<file path="src/rtl/ptc_pkg.sv">
package ptc_pkg;

    typedef enum logic [1:0] {
        PL_USER  = 2'd0,
        PL_SUPER = 2'd1,
        PL_RSVD  = 2'd2,
        PL_MACH  = 2'd3
    } priv_e;

    typedef enum logic [1:0] {
        ST_BOOT  = 2'd0,
        ST_IDLE  = 2'd1,
        ST_ENTRY = 2'd2,
        ST_EXIT  = 2'd3
    } fsm_e;

    typedef enum logic [1:0] {
        EV_NONE = 2'd0,
        EV_TRAP = 2'd1,
        EV_RET  = 2'd2,
        EV_LOAD = 2'd3
    } event_e;

    typedef struct packed {
        logic [1:0] prv;
        logic       ie;
        logic [1:0] prv1;
        logic       ie1;
        logic [1:0] prv2;
        logic       ie2;
        logic       mprv;
    } pstack_t;

    localparam int IRQ_NUM  = 4;
    localparam int IRQ_S_SW = 0;
    localparam int IRQ_M_SW = 1;
    localparam int IRQ_S_TM = 2;
    localparam int IRQ_M_TM = 3;

    localparam logic [1:0] CODE_SW   = 2'd0;
    localparam logic [1:0] CODE_TM   = 2'd1;
    localparam logic [1:0] CODE_HOST = 2'd2;

    localparam int VEC_SHIFT = 6;
    localparam int BOOT_OFS  = 256;

    function automatic logic priv_ok(input logic [1:0] p);
        return p != PL_RSVD;
    endfunction

endpackage

</file>
<file path="src/rtl/ptc_irq_arb.sv">
module ptc_irq_arb
    import ptc_pkg::*;
#(
    parameter int HOST_W = 8
) (
    input  logic [1:0]         cur_prv,
    input  logic               cur_ie,
    input  logic [IRQ_NUM-1:0] pend,
    input  logic [IRQ_NUM-1:0] enab,
    input  logic [HOST_W-1:0]  host,
    output logic               take,
    output logic [1:0]         code
);

    logic [IRQ_NUM-1:0] live;
    logic               host_live;
    logic               m_open;
    logic               s_open;

    assign live      = pend & enab;
    assign host_live = |host;

    // machine group: below machine, or machine with enable set
    assign m_open = (cur_prv < 2'(PL_MACH)) ||
                    ((cur_prv == 2'(PL_MACH)) && cur_ie);
    // supervisor group: below supervisor, or supervisor with enable set
    assign s_open = (cur_prv < 2'(PL_SUPER)) ||
                    ((cur_prv == 2'(PL_SUPER)) && cur_ie);

    always_comb begin
        take = 1'b0;
        code = CODE_SW;
        if (m_open && live[IRQ_M_SW]) begin
            take = 1'b1;
            code = CODE_SW;
        end else if (m_open && live[IRQ_M_TM]) begin
            take = 1'b1;
            code = CODE_TM;
        end else if (m_open && host_live) begin
            take = 1'b1;
            code = CODE_HOST;
        end else if (s_open && live[IRQ_S_SW]) begin
            take = 1'b1;
            code = CODE_SW;
        end else if (s_open && live[IRQ_S_TM]) begin
            take = 1'b1;
            code = CODE_TM;
        end
    end

endmodule

</file>
<file path="src/rtl/ptc_stack.sv">
module ptc_stack
    import ptc_pkg::*;
(
    input  logic    clk,
    input  logic    rst_n,
    input  event_e  ev,
    input  pstack_t ld_val,
    output pstack_t cur
);

    pstack_t nxt;

    always_comb begin
        nxt = cur;
        unique case (ev)
            EV_TRAP: begin
                nxt.prv2 = cur.prv1;
                nxt.ie2  = cur.ie1;
                nxt.prv1 = cur.prv;
                nxt.ie1  = cur.ie;
                nxt.prv  = PL_MACH;
                nxt.ie   = 1'b0;
                nxt.mprv = 1'b0;
            end
            EV_RET: begin
                nxt.prv  = cur.prv1;
                nxt.ie   = cur.ie1;
                nxt.prv1 = cur.prv2;
                nxt.ie1  = cur.ie2;
                nxt.prv2 = PL_USER;
                nxt.ie2  = 1'b1;
            end
            EV_LOAD: begin
                if (priv_ok(ld_val.prv))  nxt.prv  = ld_val.prv;
                if (priv_ok(ld_val.prv1)) nxt.prv1 = ld_val.prv1;
                if (priv_ok(ld_val.prv2)) nxt.prv2 = ld_val.prv2;
                nxt.ie   = ld_val.ie;
                nxt.ie1  = ld_val.ie1;
                nxt.ie2  = ld_val.ie2;
                nxt.mprv = ld_val.mprv;
            end
            default: ;
        endcase
    end

    always_ff @(posedge clk or negedge rst_n) begin
        if (!rst_n) begin
            cur.prv  <= PL_MACH;
            cur.ie   <= 1'b0;
            cur.prv1 <= PL_USER;
            cur.ie1  <= 1'b0;
            cur.prv2 <= PL_USER;
            cur.ie2  <= 1'b0;
            cur.mprv <= 1'b0;
        end else begin
            cur <= nxt;
        end
    end

endmodule

</file>
<file path="src/rtl/ptc_fsm.sv">
module ptc_fsm
    import ptc_pkg::*;
#(
    parameter int              XLEN     = 32,
    parameter int              ECODE_W  = 4,
    parameter logic [XLEN-1:0] VEC_BASE = 'h100
) (
    input  logic               clk,
    input  logic               rst_n,
    input  logic               exc_req,
    input  logic [ECODE_W-1:0] exc_code,
    input  logic               irq_take,
    input  logic [1:0]         irq_code,
    input  logic               ret_req,
    input  logic               ld_req,
    input  logic [1:0]         cur_prv,
    output event_e             ev,
    output fsm_e               state,
    output logic [XLEN-1:0]    pc,
    output logic [XLEN-1:0]    cause
);

    localparam logic [XLEN-1:0] BOOT_PC = VEC_BASE + XLEN'(BOOT_OFS);

    fsm_e            nxt_state;
    logic [XLEN-1:0] nxt_cause;
    logic [XLEN-1:0] trap_pc;

    // event selection: exception > interrupt > return > load
    always_comb begin
        ev        = EV_NONE;
        nxt_cause = cause;
        if (exc_req) begin
            ev        = EV_TRAP;
            nxt_cause = XLEN'(exc_code);
        end else if (irq_take) begin
            ev        = EV_TRAP;
            nxt_cause = {1'b1, (XLEN-1)'(irq_code)};
        end else if (ret_req) begin
            ev = EV_RET;
        end else if (ld_req) begin
            ev = EV_LOAD;
        end
    end

    always_comb begin
        unique case (ev)
            EV_TRAP: nxt_state = ST_ENTRY;
            EV_RET:  nxt_state = ST_EXIT;
            default: nxt_state = ST_IDLE;
        endcase
    end

    assign trap_pc = VEC_BASE + (XLEN'(cur_prv) << VEC_SHIFT);

    // state register
    always_ff @(posedge clk or negedge rst_n) begin
        if (!rst_n) state <= ST_BOOT;
        else        state <= nxt_state;
    end

    // registered outputs
    always_ff @(posedge clk or negedge rst_n) begin
        if (!rst_n) begin
            pc    <= BOOT_PC;
            cause <= '0;
        end else if (ev == EV_TRAP) begin
            pc    <= trap_pc;
            cause <= nxt_cause;
        end
    end

endmodule

</file>
<file path="src/rtl/priv_trap_unit.sv">
module priv_trap_unit
    import ptc_pkg::*;
#(
    parameter int              XLEN     = 32,
    parameter int              HOST_W   = 8,
    parameter int              ECODE_W  = 4,
    parameter logic [XLEN-1:0] VEC_BASE = 'h100
) (
    input  logic               clk,
    input  logic               rst_n,
    input  logic [3:0]         irq_pend_i,
    input  logic [3:0]         irq_en_i,
    input  logic [HOST_W-1:0]  host_msg_i,
    input  logic               exc_req_i,
    input  logic [ECODE_W-1:0] exc_code_i,
    input  logic               ret_req_i,
    input  logic               st_ld_i,
    input  logic [1:0]         st_ld_prv_i,
    input  logic               st_ld_ie_i,
    input  logic [1:0]         st_ld_prv1_i,
    input  logic               st_ld_ie1_i,
    input  logic [1:0]         st_ld_prv2_i,
    input  logic               st_ld_ie2_i,
    input  logic               st_ld_mprv_i,
    output logic [1:0]         prv_o,
    output logic               ie_o,
    output logic [1:0]         prv1_o,
    output logic               ie1_o,
    output logic [1:0]         prv2_o,
    output logic               ie2_o,
    output logic               mprv_o,
    output logic [XLEN-1:0]    cause_o,
    output logic               redirect_vld_o,
    output logic [XLEN-1:0]    redirect_pc_o,
    output logic               resv_clr_o,
    output logic               ret_done_o
);

    pstack_t    stk;
    pstack_t    ld_val;
    event_e     ev;
    fsm_e       state;
    logic       irq_take;
    logic [1:0] irq_code;

    assign ld_val = '{prv:  st_ld_prv_i,  ie:  st_ld_ie_i,
                      prv1: st_ld_prv1_i, ie1: st_ld_ie1_i,
                      prv2: st_ld_prv2_i, ie2: st_ld_ie2_i,
                      mprv: st_ld_mprv_i};

    ptc_irq_arb #(.HOST_W(HOST_W)) u_arb (
        .cur_prv (stk.prv),
        .cur_ie  (stk.ie),
        .pend    (irq_pend_i),
        .enab    (irq_en_i),
        .host    (host_msg_i),
        .take    (irq_take),
        .code    (irq_code)
    );

    ptc_fsm #(.XLEN(XLEN), .ECODE_W(ECODE_W), .VEC_BASE(VEC_BASE)) u_fsm (
        .clk      (clk),
        .rst_n    (rst_n),
        .exc_req  (exc_req_i),
        .exc_code (exc_code_i),
        .irq_take (irq_take),
        .irq_code (irq_code),
        .ret_req  (ret_req_i),
        .ld_req   (st_ld_i),
        .cur_prv  (stk.prv),
        .ev       (ev),
        .state    (state),
        .pc       (redirect_pc_o),
        .cause    (cause_o)
    );

    ptc_stack u_stack (
        .clk    (clk),
        .rst_n  (rst_n),
        .ev     (ev),
        .ld_val (ld_val),
        .cur    (stk)
    );

    assign prv_o  = stk.prv;
    assign ie_o   = stk.ie;
    assign prv1_o = stk.prv1;
    assign ie1_o  = stk.ie1;
    assign prv2_o = stk.prv2;
    assign ie2_o  = stk.ie2;
    assign mprv_o = stk.mprv;

    always_comb begin
        redirect_vld_o = 1'b0;
        resv_clr_o     = 1'b0;
        ret_done_o     = 1'b0;
        unique case (state)
            ST_BOOT:  redirect_vld_o = 1'b1;
            ST_ENTRY: begin
                redirect_vld_o = 1'b1;
                resv_clr_o     = 1'b1;
            end
            ST_EXIT:  ret_done_o = 1'b1;
            default:  ;
        endcase
    end

endmodule

</file>
<file path="config.mk">
export PLATFORM = sky130hd
export DESIGN_NAME = priv_trap_unit
export DESIGN_NICKNAME = d
export VERILOG_FILES = /design/src/rtl/ptc_pkg.sv /design/src/rtl/ptc_irq_arb.sv /design/src/rtl/ptc_stack.sv /design/src/rtl/ptc_fsm.sv /design/src/rtl/priv_trap_unit.sv
export SDC_FILE = /design/constraint.sdc
export NUM_CORES = 1
export LEC_CHECK = 0
export BUFFER_PORTS_ARGS = -buffer_cell sky130_fd_sc_hd__buf_2
export CAP_MARGIN = 20
export CELL_PAD_IN_SITES_DETAIL_PLACEMENT = 0
export CELL_PAD_IN_SITES_GLOBAL_PLACEMENT = 1
export CORE_MARGIN = 2
export CORE_UTILIZATION = 28
export CTS_BUF_LIST = sky130_fd_sc_hd__clkbuf_16
export CTS_CLUSTER_DIAMETER = 200
export DETAILED_ROUTE_END_ITERATION = 8
export PLACE_DENSITY = 0.93
export RECOVER_POWER = 50
export SLEW_MARGIN = 20
export SYNTH_ARGS = -nofsm -noshare
export SYNTH_HDL_FRONTEND = slang
export SYNTH_HIERARCHICAL = 1
export SYNTH_SLANG_ARGS = --single-unit
</file>
<file path="constraint.sdc">
create_clock -name clk -period 2.6 [get_ports clk]
set_input_delay 0.52 -clock clk [delete_from_list [all_inputs] [get_ports clk]]
set_output_delay 0.52 -clock clk [all_outputs]
set_load 0.1 [all_outputs]
</file>
==> results by group, run 1 <==
Run status
  – Run status: finished clean

Pwr
  – Worst vdd ir: 351 µV
  – Pleak: 0.866 nW
  – PwrDens: 1490 nW/µm²
  – PnR Total Power: 0.00258 W

Drt
  – Via/cell ratio: 4.00
  – DRT Pass-1 Iters: 4
  – Routed Antenna Nets: 0
  – 1st-iter DRT viols: 43
  – Routed WL: 3120 µm
  – WL/cell: 10.9 µm
  – DRC: 0
  – Via count: 1147

STA
  – TNS Setup: 0 ns
  – Post-route clock period utilization: 0.875
  – Worst Skew: 0.00172 ns
  – Max Slew Vio Count: 0
  – Worst Tran Pin Value: 1.17 ns
  – Tmin final: 2.28 ns
  – Fin. Hold Viols: 0
  – Final setup viols: 0
  – RSZ-0062 raised after global routing: false
  – Fmax: 0.439 GHz
  – Slew margin rel.: 0.222

Setup path
  – CP Cell Sequence: buf_2 -> or4_4 -> nor2_4 -> nand2_1 -> a21o_1 -> nor2_8 -> o21a_1 -> buf_4 -> mux2i_1 -> o22ai_1
  – Worst EP arrival: 2.40 ns
  – Critical path's largest stage delay: 0.54 ns
  – Crit path max fanout: 16
  – Worst Setup Start Kind: input port
  – Worst Setup Path Type: in -> reg
  – Reg2reg start: u_stack/cur[8]$_DFFE_PN1P_
  – Worst setup EP type: flop
  – R2r worst-path depth: 8
  – Reg2reg end: u_stack/cur[5]$_DFFE_PN0P_
  – Reg2Reg Setup Slack: 0.42 ns
  – Critical Path RT: 2.72 ns
  – CP Buf/Inv Count: 2
  – Crit-path slowest cell: or4_4
  – Worst path top cell family by delay: simple AND/OR/NAND/NOR gates

Clock network
  – Root Buffer: clkbuf_16
  – Clk buf depth: 2
  – Clock Sink Count: 21
  – CTS clk-pin slew, worst paths: 0.06 ns
  – CTS HTree Levels: 1
  – Post-CTS Setup Bufs: 0
  – CTS tree: built
  – # hold bufs at CTS: 0
  – Resized Gates After CTS: 0
  – Clock latency on the worst-skew pair: 0.25 ns
  – Total CTS buffers: 3

Final layout
  – Final Non-Filler Cells: 287
  – Area Overhead vs Synth: 14.8%
  – Register area: 533 µm²
  – Fillers: 571
  – Fin nets: 253
  – Area occupied by multi-input gates: 697 µm²
  – Layout cell share with drive strength beyond 1: 0.309
  – # diodes: 0

Synth
  – Netlist cell types: 34
  – Dominant cell type by area after synthesis: dfrtp_1
  – Mapped Area: 1500 µm²
  – FF+latch count, synth: 21
  – Most common cell in the netlist: buf_4
  – Synth top area share: 0.300
  – Seq/Total Area, Yosys: 0.352
  – Async SR Flop Fraction: 1.00
  – EDFF count, synth: 0
  – Syn_area_per_cell: 9.51 µm²
  – Predominant post-synthesis flop cell: dfrtp_1
  – Syn. warnings: 6
  – Post-Synthesis Cells: 158
  – Post-synth top cells: buf_4, dfrtp_1, nand2_1
  – Leading post-synthesis cells by cell area: dfrtp_1, buf_4, dfstp_2

Floorplanning
  – Die outline area: 5970 µm²
  – Die W: 77.3 µm
  – CORE AREA: 5140 µm²
  – Site Rows: 26
  – IO Pins: 112
  – Initial Utilization: 0.292
  – Die Y: 77.3 µm

Global routing
  – Initial antenna violation count: 0
  – Largest net degree at the start of global routing: 22
  – Total gr overflow: 0
  – Met1 global-route usage: 0.129
  – All-Layer GR Usage: 0.0995
  – Met3 Usage GRT: 0.0259
  – GRT Max-Usage Layer: met2
  – Grt met2 use: 0.157
  – First-pass GRT wire length: 4760 µm
  – Vias in the first global route: 1001

Worst hold path
  – Min-delay worst type: in -> async

Place
  – Detail Placement HPWL: 2540 µm
  – Buffers on Ports: 56
  – GPL Wtd Cong: 0.704
  – Placed Instances: 283

Job
  – Max_cap viols: 0
[area by class of cell]
class                           instances  share of cell area
Clock buffer                            3              0.0435
Clock inverter                          1             0.00218
Inverter                                5              0.0109
Multi-Input combinational cell        125               0.404
Sequential cell                        21               0.309
Tap cell                               70              0.0508
Timing Repair Buffer                   62               0.180
[stage by stage]
stage	worst slack [ns]	util	hold WS, ns	instance area [µm²]
finish	0.325	0.336	0.466	1730
global route	0.128	0.336	0.494	1730
CTS	0.316	0.339	0.236	1740
detailed placement	0.0583	0.323	0.474	1660
global placement	0.104	0.323	0.455	1660
floorplan	0.0434	-	0.224	1710
[sequential cells by signal, summed over array words and instances (netlist names)]
signal and flops:
u_stack/cur 10, u_fsm/cause 5, u_fsm/pc 4, u_fsm/state 2
[logic make-up after synthesis]
kind of cell	share of synthesized area
compound gates	0.139
simple gates	0.119
flops	0.352
mux	0.0683
buf+inv	0.319
other cells	0.00250
[worst max-delay path by stage]
stage | from | to | slack (ns) | depth (start not counted)
after global placement | host_msg_i[5] | u_stack/cur[5]$_DFFE_PN0P_ | 0.10 | 10
after detailed placement | host_msg_i[5] | u_stack/cur[5]$_DFFE_PN0P_ | 0.06 | 10
after CTS | host_msg_i[5] | u_stack/cur[5]$_DFFE_PN0P_ | 0.32 | 10
after global routing | host_msg_i[5] | u_stack/cur[2]$_DFFE_PN0P_ | 0.13 | 11
final | host_msg_i[5] | u_stack/cur[5]$_DFFE_PN0P_ | 0.32 | 10
after floorplan | host_msg_i[5] | u_stack/cur[4]$_DFFE_PN0P_ | 0.04 | 9
[cell usage in the layout, fill, tap and decap left out, drive strengths merged, types with 2 or more instances in the layout]
cell    count
conb       55
buf        50
dfrtp      18
clkbuf     15
nand2      10
a21oi       7
o21ai       7
inv         6
nor2        6
mux2i       5
a31oi       3
o211ai      3
nor3        3
dfstp       3
nor2b       2
or4         2
a32oi       2
a211oi      2
a21o        2
or3         2
mux2        2
a22o        2
nand3       2
and2        2
[worst reg2reg max path, cell delays in order, from the launching register on]
cell,delay [ns]
dfstp_4,0.64
nor2b_1,0.22
nand2_1,0.14
a21o_1,0.24
nor2_8,0.10
o21a_1,0.18
buf_4,0.24
mux2i_1,0.21
o22ai_1,0.09
[power breakdown]
group	total (W)	switching [W]	leakage [nW]	internal [W]
logic	0.00172	0.00145	0.584	0.000277
clock network	0.000317	0.000113	0.0423	0.000205
registers	0.000533	0.0000942	0.240	0.000439
total	0.00258	0.00165	0.866	0.000921
[layer usage]
layer  wire length, µm  share of wire
met1              1250           0.40
met2              1520           0.49
met3               327           0.10
met4                28         0.0090
met5                 0              0
No activity file was read; power rests on OpenSTA's default activity.
==> run 2: changes to the inputs <==
--- a/config.mk
+++ b/config.mk
@@ -12,7 +12,6 @@
 export CORE_MARGIN = 2
 export CORE_UTILIZATION = 28
 export CTS_BUF_LIST = sky130_fd_sc_hd__clkbuf_16
-export CTS_CLUSTER_DIAMETER = 200
 export DETAILED_ROUTE_END_ITERATION = 8
 export PLACE_DENSITY = 0.93
 export RECOVER_POWER = 50
==> constraint.sdc (replaced) <==
create_clock -name clk -period 2.6 [get_ports clk]
set_input_delay 0.65 -clock clk [delete_from_list [all_inputs] [get_ports clk]]
set_output_delay 0.65 -clock clk [all_outputs]
set_load 0.1 [all_outputs]
==> results by group, run 2 (synthesis results as in run 1) <==
Run status
  – Run status: finished clean

Drt
  – Via count: 1166
  – 1st-iter DRT viols: 35
  – Routed Antenna Nets: 0
  – Via/cell ratio: 4.02
  – DRT Pass-1 Iters: 4
  – WL/cell: 10.8 µm
  – Routed WL: 3120 µm
  – DRC: 0

Final layout
  – Commonest non-fill, non-tap cells in the layout: conb_1, buf_2, dfrtp_1, clkbuf_1, nand2_1
  – Fin nets: 256
  – Top Registers: u_stack/cur (10), u_fsm/cause (5), u_fsm/pc (4)
  – Layout cell share with drive strength beyond 1: 0.318
  – Number of flip-flops under the largest register name: 10
  – Core Util, Final: 0.339
  – # diodes: 0
  – Commonest non-fill, non-tap cell in the layout: conb_1
  – Largest reg by FF count: u_stack/cur
  – Area Overhead vs Synth: 16.1%

Setup path
  – CP Cell Sequence: buf_2 -> or4_4 -> nor2_4 -> nand2_1 -> a21o_1 -> nor2_8 -> o21a_1 -> buf_4 -> mux2i_1 -> a21oi_1
  – CP Buf/Inv Count: 2
  – Worst Setup Path Type: in -> reg
  – Worst EP arrival: 2.54 ns
  – Critical Path RT: 2.73 ns
  – Crit path max fanout: 15
  – Critical path's largest stage delay: 0.54 ns
  – Worst path top cell family by delay: simple AND/OR/NAND/NOR gates
  – Crit-path slowest cell: or4_4
  – Worst Setup Start Kind: input port
  – Worst setup EP type: flop

Floorplanning
  – Die Y: 77.3 µm
  – IO Pins: 112
  – Die W: 77.3 µm
  – Die outline area: 5970 µm²
  – Site Rows: 26
  – CORE AREA: 5140 µm²
  – Initial Utilization: 0.292

Clock network
  – # hold bufs at CTS: 0
  – Clock latency on the worst-skew pair: 0.25 ns
  – Resized Gates After CTS: 0
  – Total CTS buffers: 3
  – CTS HTree Levels: 1
  – Clock Sink Count: 21
  – Clk buf depth: 2
  – Post-CTS Setup Bufs: 0
  – CTS tree: built
  – Root Buffer: clkbuf_16
  – CTS clk-pin slew, worst paths: 0.06 ns

Place
  – Detail Placement HPWL: 2470 µm
  – GPL Wtd Cong: 0.691
  – Buffers on Ports: 56

Pwr
  – Net Sw Power: 0.00165 W
  – Clock share of power: 0.121
  – Flop pwr share: 0.204
  – Pleak: 0.881 nW
  – Combinational power share: 0.675
  – Int Power: 0.000934 W
  – PwrDens: 1480 nW/µm²
  – Worst vdd ir: 372 µV
  – Switch share: 0.639

STA
  – Worst Skew: 0.00390 ns
  – Slew margin rel.: 0.208
  – Post-route clock period utilization: 0.927
  – Max Slew Vio Count: 0
  – Hold WS: 0.475 ns
  – Fmax: 0.415 GHz
  – Worst Tran Pin Value: 1.19 ns
  – Fin. Hold Viols: 0
  – Final setup viols: 0
  – RSZ-0062 raised after global routing: false
  – Tmin final: 2.41 ns

Global routing
  – First-pass GRT wire length: 4780 µm
  – Vias in the first global route: 1055
  – Largest net degree at the start of global routing: 22
  – All-Layer GR Usage: 0.0995
  – Initial antenna violation count: 1
  – Total gr overflow: 0

Worst hold path
  – Min-delay worst type: reg -> reg

Job
  – Max_cap viols: 0
-- run 2: changes by cell type in the layout (fill, tap and decap cells not counted), sizes merged --
cell,change
buf,+3
-- run 2: layout make-up --
class | instances | area [µm²]
multi-input combinational | 125 | 697
fill | 563 | 3400
clock buffer | 3 | 75.1
inverter | 5 | 18.8
sequential | 21 | 529
tap | 70 | 87.6
timing repair buffer | 65 | 333
clock inverter | 1 | 3.75
-- run 2: routing by layer --
metal	wire, µm	share of wire	global-route usage
met5	11	0.0035	0
met4	29	0.0093	0.0429
met3	347	0.11	0.0318
met2	1530	0.49	0.163
met1	1210	0.39	0.120
-- run 2: final timing paths --
check / start / to / slack [ns] / cells past startpoint
setup / recovery: host_msg_i[1] / u_stack/cur[1]$_DFFE_PN0P_ / 0.19 / 10
hold / removal: u_fsm/pc[8]$_DFFE_PN0N_ / u_fsm/pc[8]$_DFFE_PN0N_ / 0.48 / 1
setup reg to reg: u_stack/cur[8]$_DFFE_PN1P_ / u_stack/cur[1]$_DFFE_PN0P_ / 0.41 / 8
hold reg to reg: u_fsm/pc[8]$_DFFE_PN0N_ / u_fsm/pc[8]$_DFFE_PN0N_ / 0.48 / 1
max in group asynchronous: rst_n / u_fsm/pc[8]$_DFFE_PN0N_ / 1.31 / 1
min in group asynchronous: rst_n / u_stack/cur[1]$_DFFE_PN0P_ / 0.61 / 1
-- run 2: power by group through the flow --
stage	clock [W]	combinational (W)	sequential [W]
6_report	0.000312	0.00174	0.000528
3_5_place_dp	0	0.00176	0.000533
4_1_cts	0.000327	0.00176	0.000529
5_1_grt	0.000336	0.00181	0.000550
2_1_floorplan	0	0.000913	0.00119
3_3_place_gp	0	0.00174	0.000533
-- run 2: through the flow --
stage	instance area, µm²	std cells	total power, W	setup TNS [ns]	setup slack [ns]
2_1_floorplan	1710	212	0.00211	-0.0716	-0.0716
3_3_place_gp	1680	286	0.00228	-0.0389	-0.0152
3_5_place_dp	1680	286	0.00229	-0.244	-0.0598
4_1_cts	1760	290	0.00262	0	0.181
5_1_grt	1740	290	0.00270	0	0.0261
6_report	1740	290	0.00258	0	0.190
==> run 3: changes to the inputs <==
--- a/config.mk
+++ b/config.mk
@@ -5,6 +5,7 @@
 export SDC_FILE = /design/constraint.sdc
 export NUM_CORES = 1
 export LEC_CHECK = 0
+export ABC_AREA = 1
 export BUFFER_PORTS_ARGS = -buffer_cell sky130_fd_sc_hd__buf_2
 export CAP_MARGIN = 20
 export CELL_PAD_IN_SITES_DETAIL_PLACEMENT = 0
==> results by group, run 3 <==
Run status
  – Run status: finished clean

Final layout
  – Fin nets: 322
  – Fillers: 659
  – Fin area: 1900 µm²
  – Top Registers: u_stack/cur (10), u_fsm/cause (5), u_fsm/pc (4)
  – Number of flip-flops under the largest register name: 10
  – # diodes: 0
  – Commonest non-fill, non-tap cells in the layout: nand2_1, conb_1, buf_2, nand3_1, dfrtp_1
  – Commonest non-fill, non-tap cell in the layout: nand2_1
  – Area Overhead vs Synth: 13.6%
  – Largest reg by FF count: u_stack/cur
  – Layout cell share with drive strength beyond 1: 0.276

Synth
  – Post-synth top cells: nand2_1, buf_4, nand3_1
  – Dominant cell type by area after synthesis: dfrtp_1
  – Syn. warnings: 6
  – Most common cell in the netlist: nand2_1
  – Post-Synthesis Cells: 227
  – Netlist cell types: 26
  – Mapped Area: 1670 µm²
  – EDFF count, synth: 0
  – Synth top area share: 0.270
  – Leading post-synthesis cells by cell area: dfrtp_1, buf_4, nand2_1
  – Predominant post-synthesis flop cell: dfrtp_1
  – Seq/Total Area, Yosys: 0.317
  – Syn_area_per_cell: 7.36 µm²
  – FF+latch count, synth: 21
  – Async SR Flop Fraction: 1.00

Clock network
  – Resized Gates After CTS: 0
  – Total CTS buffers: 3
  – Clock latency on the worst-skew pair: 0.25 ns
  – Clk buf depth: 2
  – CTS clk-pin slew, worst paths: 0.06 ns
  – # hold bufs at CTS: 0
  – CTS tree: built
  – Clock Sink Count: 21
  – Root Buffer: clkbuf_16
  – Post-CTS Setup Bufs: 0
  – CTS HTree Levels: 1

Drt
  – DRT Pass-1 Iters: 4
  – Routed Antenna Nets: 0
  – WL/cell: 9.57 µm
  – DRC: 0
  – Via/cell ratio: 3.88
  – 1st-iter DRT viols: 75
  – Routed WL: 3460 µm
  – Via count: 1400

Pwr
  – Flop pwr share: 0.195
  – PnR Total Power: 0.00282 W
  – PwrDens: 1490 nW/µm²
  – Int Power: 0.000954 W
  – Net Sw Power: 0.00187 W
  – Switch share: 0.662
  – Worst vdd ir: 423 µV
  – Clock share of power: 0.115
  – Pleak: 1.11 nW
  – Combinational power share: 0.690

STA
  – Slew margin rel.: 0.216
  – Fin. Hold Viols: 0
  – Final setup viols: 0
  – Tmin final: 2.33 ns
  – Post-route clock period utilization: 0.897
  – Fmax: 0.429 GHz
  – RSZ-0062 raised after global routing: false
  – Worst Skew: 0.00182 ns
  – TNS Setup: 0 ns
  – Max Slew Vio Count: 0
  – Worst Tran Pin Value: 1.18 ns

Floorplanning
  – Die outline area: 6600 µm²
  – CORE AREA: 5850 µm²
  – Die Y: 81.2 µm
  – Initial Utilization: 0.286
  – Die W: 81.2 µm
  – Site Rows: 28
  – IO Pins: 112

Setup path
  – Worst EP arrival: 2.46 ns
  – Worst Setup Start Kind: flop
  – Worst setup EP type: flop
  – Critical Path RT: 2.73 ns
  – Crit path max fanout: 18
  – Worst Setup Path Type: reg -> reg

Job
  – Max_cap viols: 0

Global routing
  – Vias in the first global route: 1257
  – Largest net degree at the start of global routing: 22
  – First-pass GRT wire length: 5540 µm
  – Total gr overflow: 0
  – Initial antenna violation count: 0
  – All-Layer GR Usage: 0.107

Place
  – Placed Area: 1820 µm²
  – GPL Wtd Cong: 0.840
  – Buffers on Ports: 56
  – Detail Placement HPWL: 2900 µm

Worst hold path
  – Min-delay worst type: reg -> reg
run 3: critical path: stages (launching register included):
cell	delay [ns]
dfstp_2	0.60
nand3_1	0.18
o21ai_2	0.13
nand4_1	0.10
buf_4	0.17
nor2_8	0.13
inv_4	0.06
a21oi_1	0.22
buf_12	0.19
inv_1	0.12
o21ai_0	0.20
a21oi_1	0.09
run 3: power groups by stage:
| stage | registers, W | clock network, W | logic (W) |
|---|---|---|---|
| 6_report | 0.000550 | 0.000324 | 0.00195 |
| 5_1_grt | 0.000569 | 0.000349 | 0.00206 |
| 4_1_cts | 0.000554 | 0.000335 | 0.00195 |
| 3_5_place_dp | 0.000559 | 0 | 0.00194 |
| 3_3_place_gp | 0.000557 | 0 | 0.00194 |
| 2_1_floorplan | 0.00127 | 0 | 0.00102 |
run 3: path summary, 6_finish.rpt:
kind                                             from                         end  slack [ns]  cells past startpoint
max                        u_stack/cur[8]$_DFFE_PN1P_  u_stack/cur[1]$_DFFE_PN0P_        0.27                     11
min                           u_fsm/pc[9]$_DFFE_PN1N_     u_fsm/pc[9]$_DFFE_PN1N_        0.44                      2
max reg2reg                u_stack/cur[8]$_DFFE_PN1P_  u_stack/cur[1]$_DFFE_PN0P_        0.27                     11
min reg2reg                   u_fsm/pc[9]$_DFFE_PN1N_     u_fsm/pc[9]$_DFFE_PN1N_        0.44                      2
max in group asynchronous                       rst_n  u_stack/cur[1]$_DFFE_PN0P_        1.34                      1
min in group asynchronous                       rst_n    u_fsm/state[1]$_DFF_PN0_        0.59                      1
run 3: cells by family after synthesis:
| group | share of synthesized area |
|---|---|
| AOI/OAI and AO/OA | 0.0419 |
| buffers and inverters | 0.331 |
| other | 0.00225 |
| and+or+nand+nor | 0.308 |
| DFF | 0.317 |
run 3: area by class of cell:
cell class / count / area [µm²] / area share
tap: 75 / 93.8 / 0.0495
sequential: 21 / 529 / 0.279
timing repair buffer: 60 / 312 / 0.164
clock inverter: 1 / 5.00 / 0.00264
multi-input combinational: 178 / 791 / 0.417
inverter: 23 / 91.3 / 0.0482
clock buffer: 3 / 75.1 / 0.0396
run 3: stage by stage:
| step | util | cells | setup slack, ns | hold slack, ns |
|---|---|---|---|---|
| after floorplan | - | 281 | 0.0372 | 0.354 |
| after global placement | 0.311 | 356 | 0.0525 | 0.439 |
| after detailed placement | 0.311 | 356 | 0.0200 | 0.432 |
| after CTS | 0.325 | 360 | 0.188 | 0.367 |
| after global routing | 0.324 | 361 | 0.0859 | 0.461 |
| final | 0.324 | 361 | 0.269 | 0.443 |
run 3: per-layer routing:
metal / vias to the layer above / track usage / share of wire
met3: 6 / 0.0100 / 0.069
met2: 61 / 0.199 / 0.51
met4: 0 / 0.0475 / 0.018
li1: 703 / - / -
met5: - / 0 / 0
met1: 630 / 0.124 / 0.40
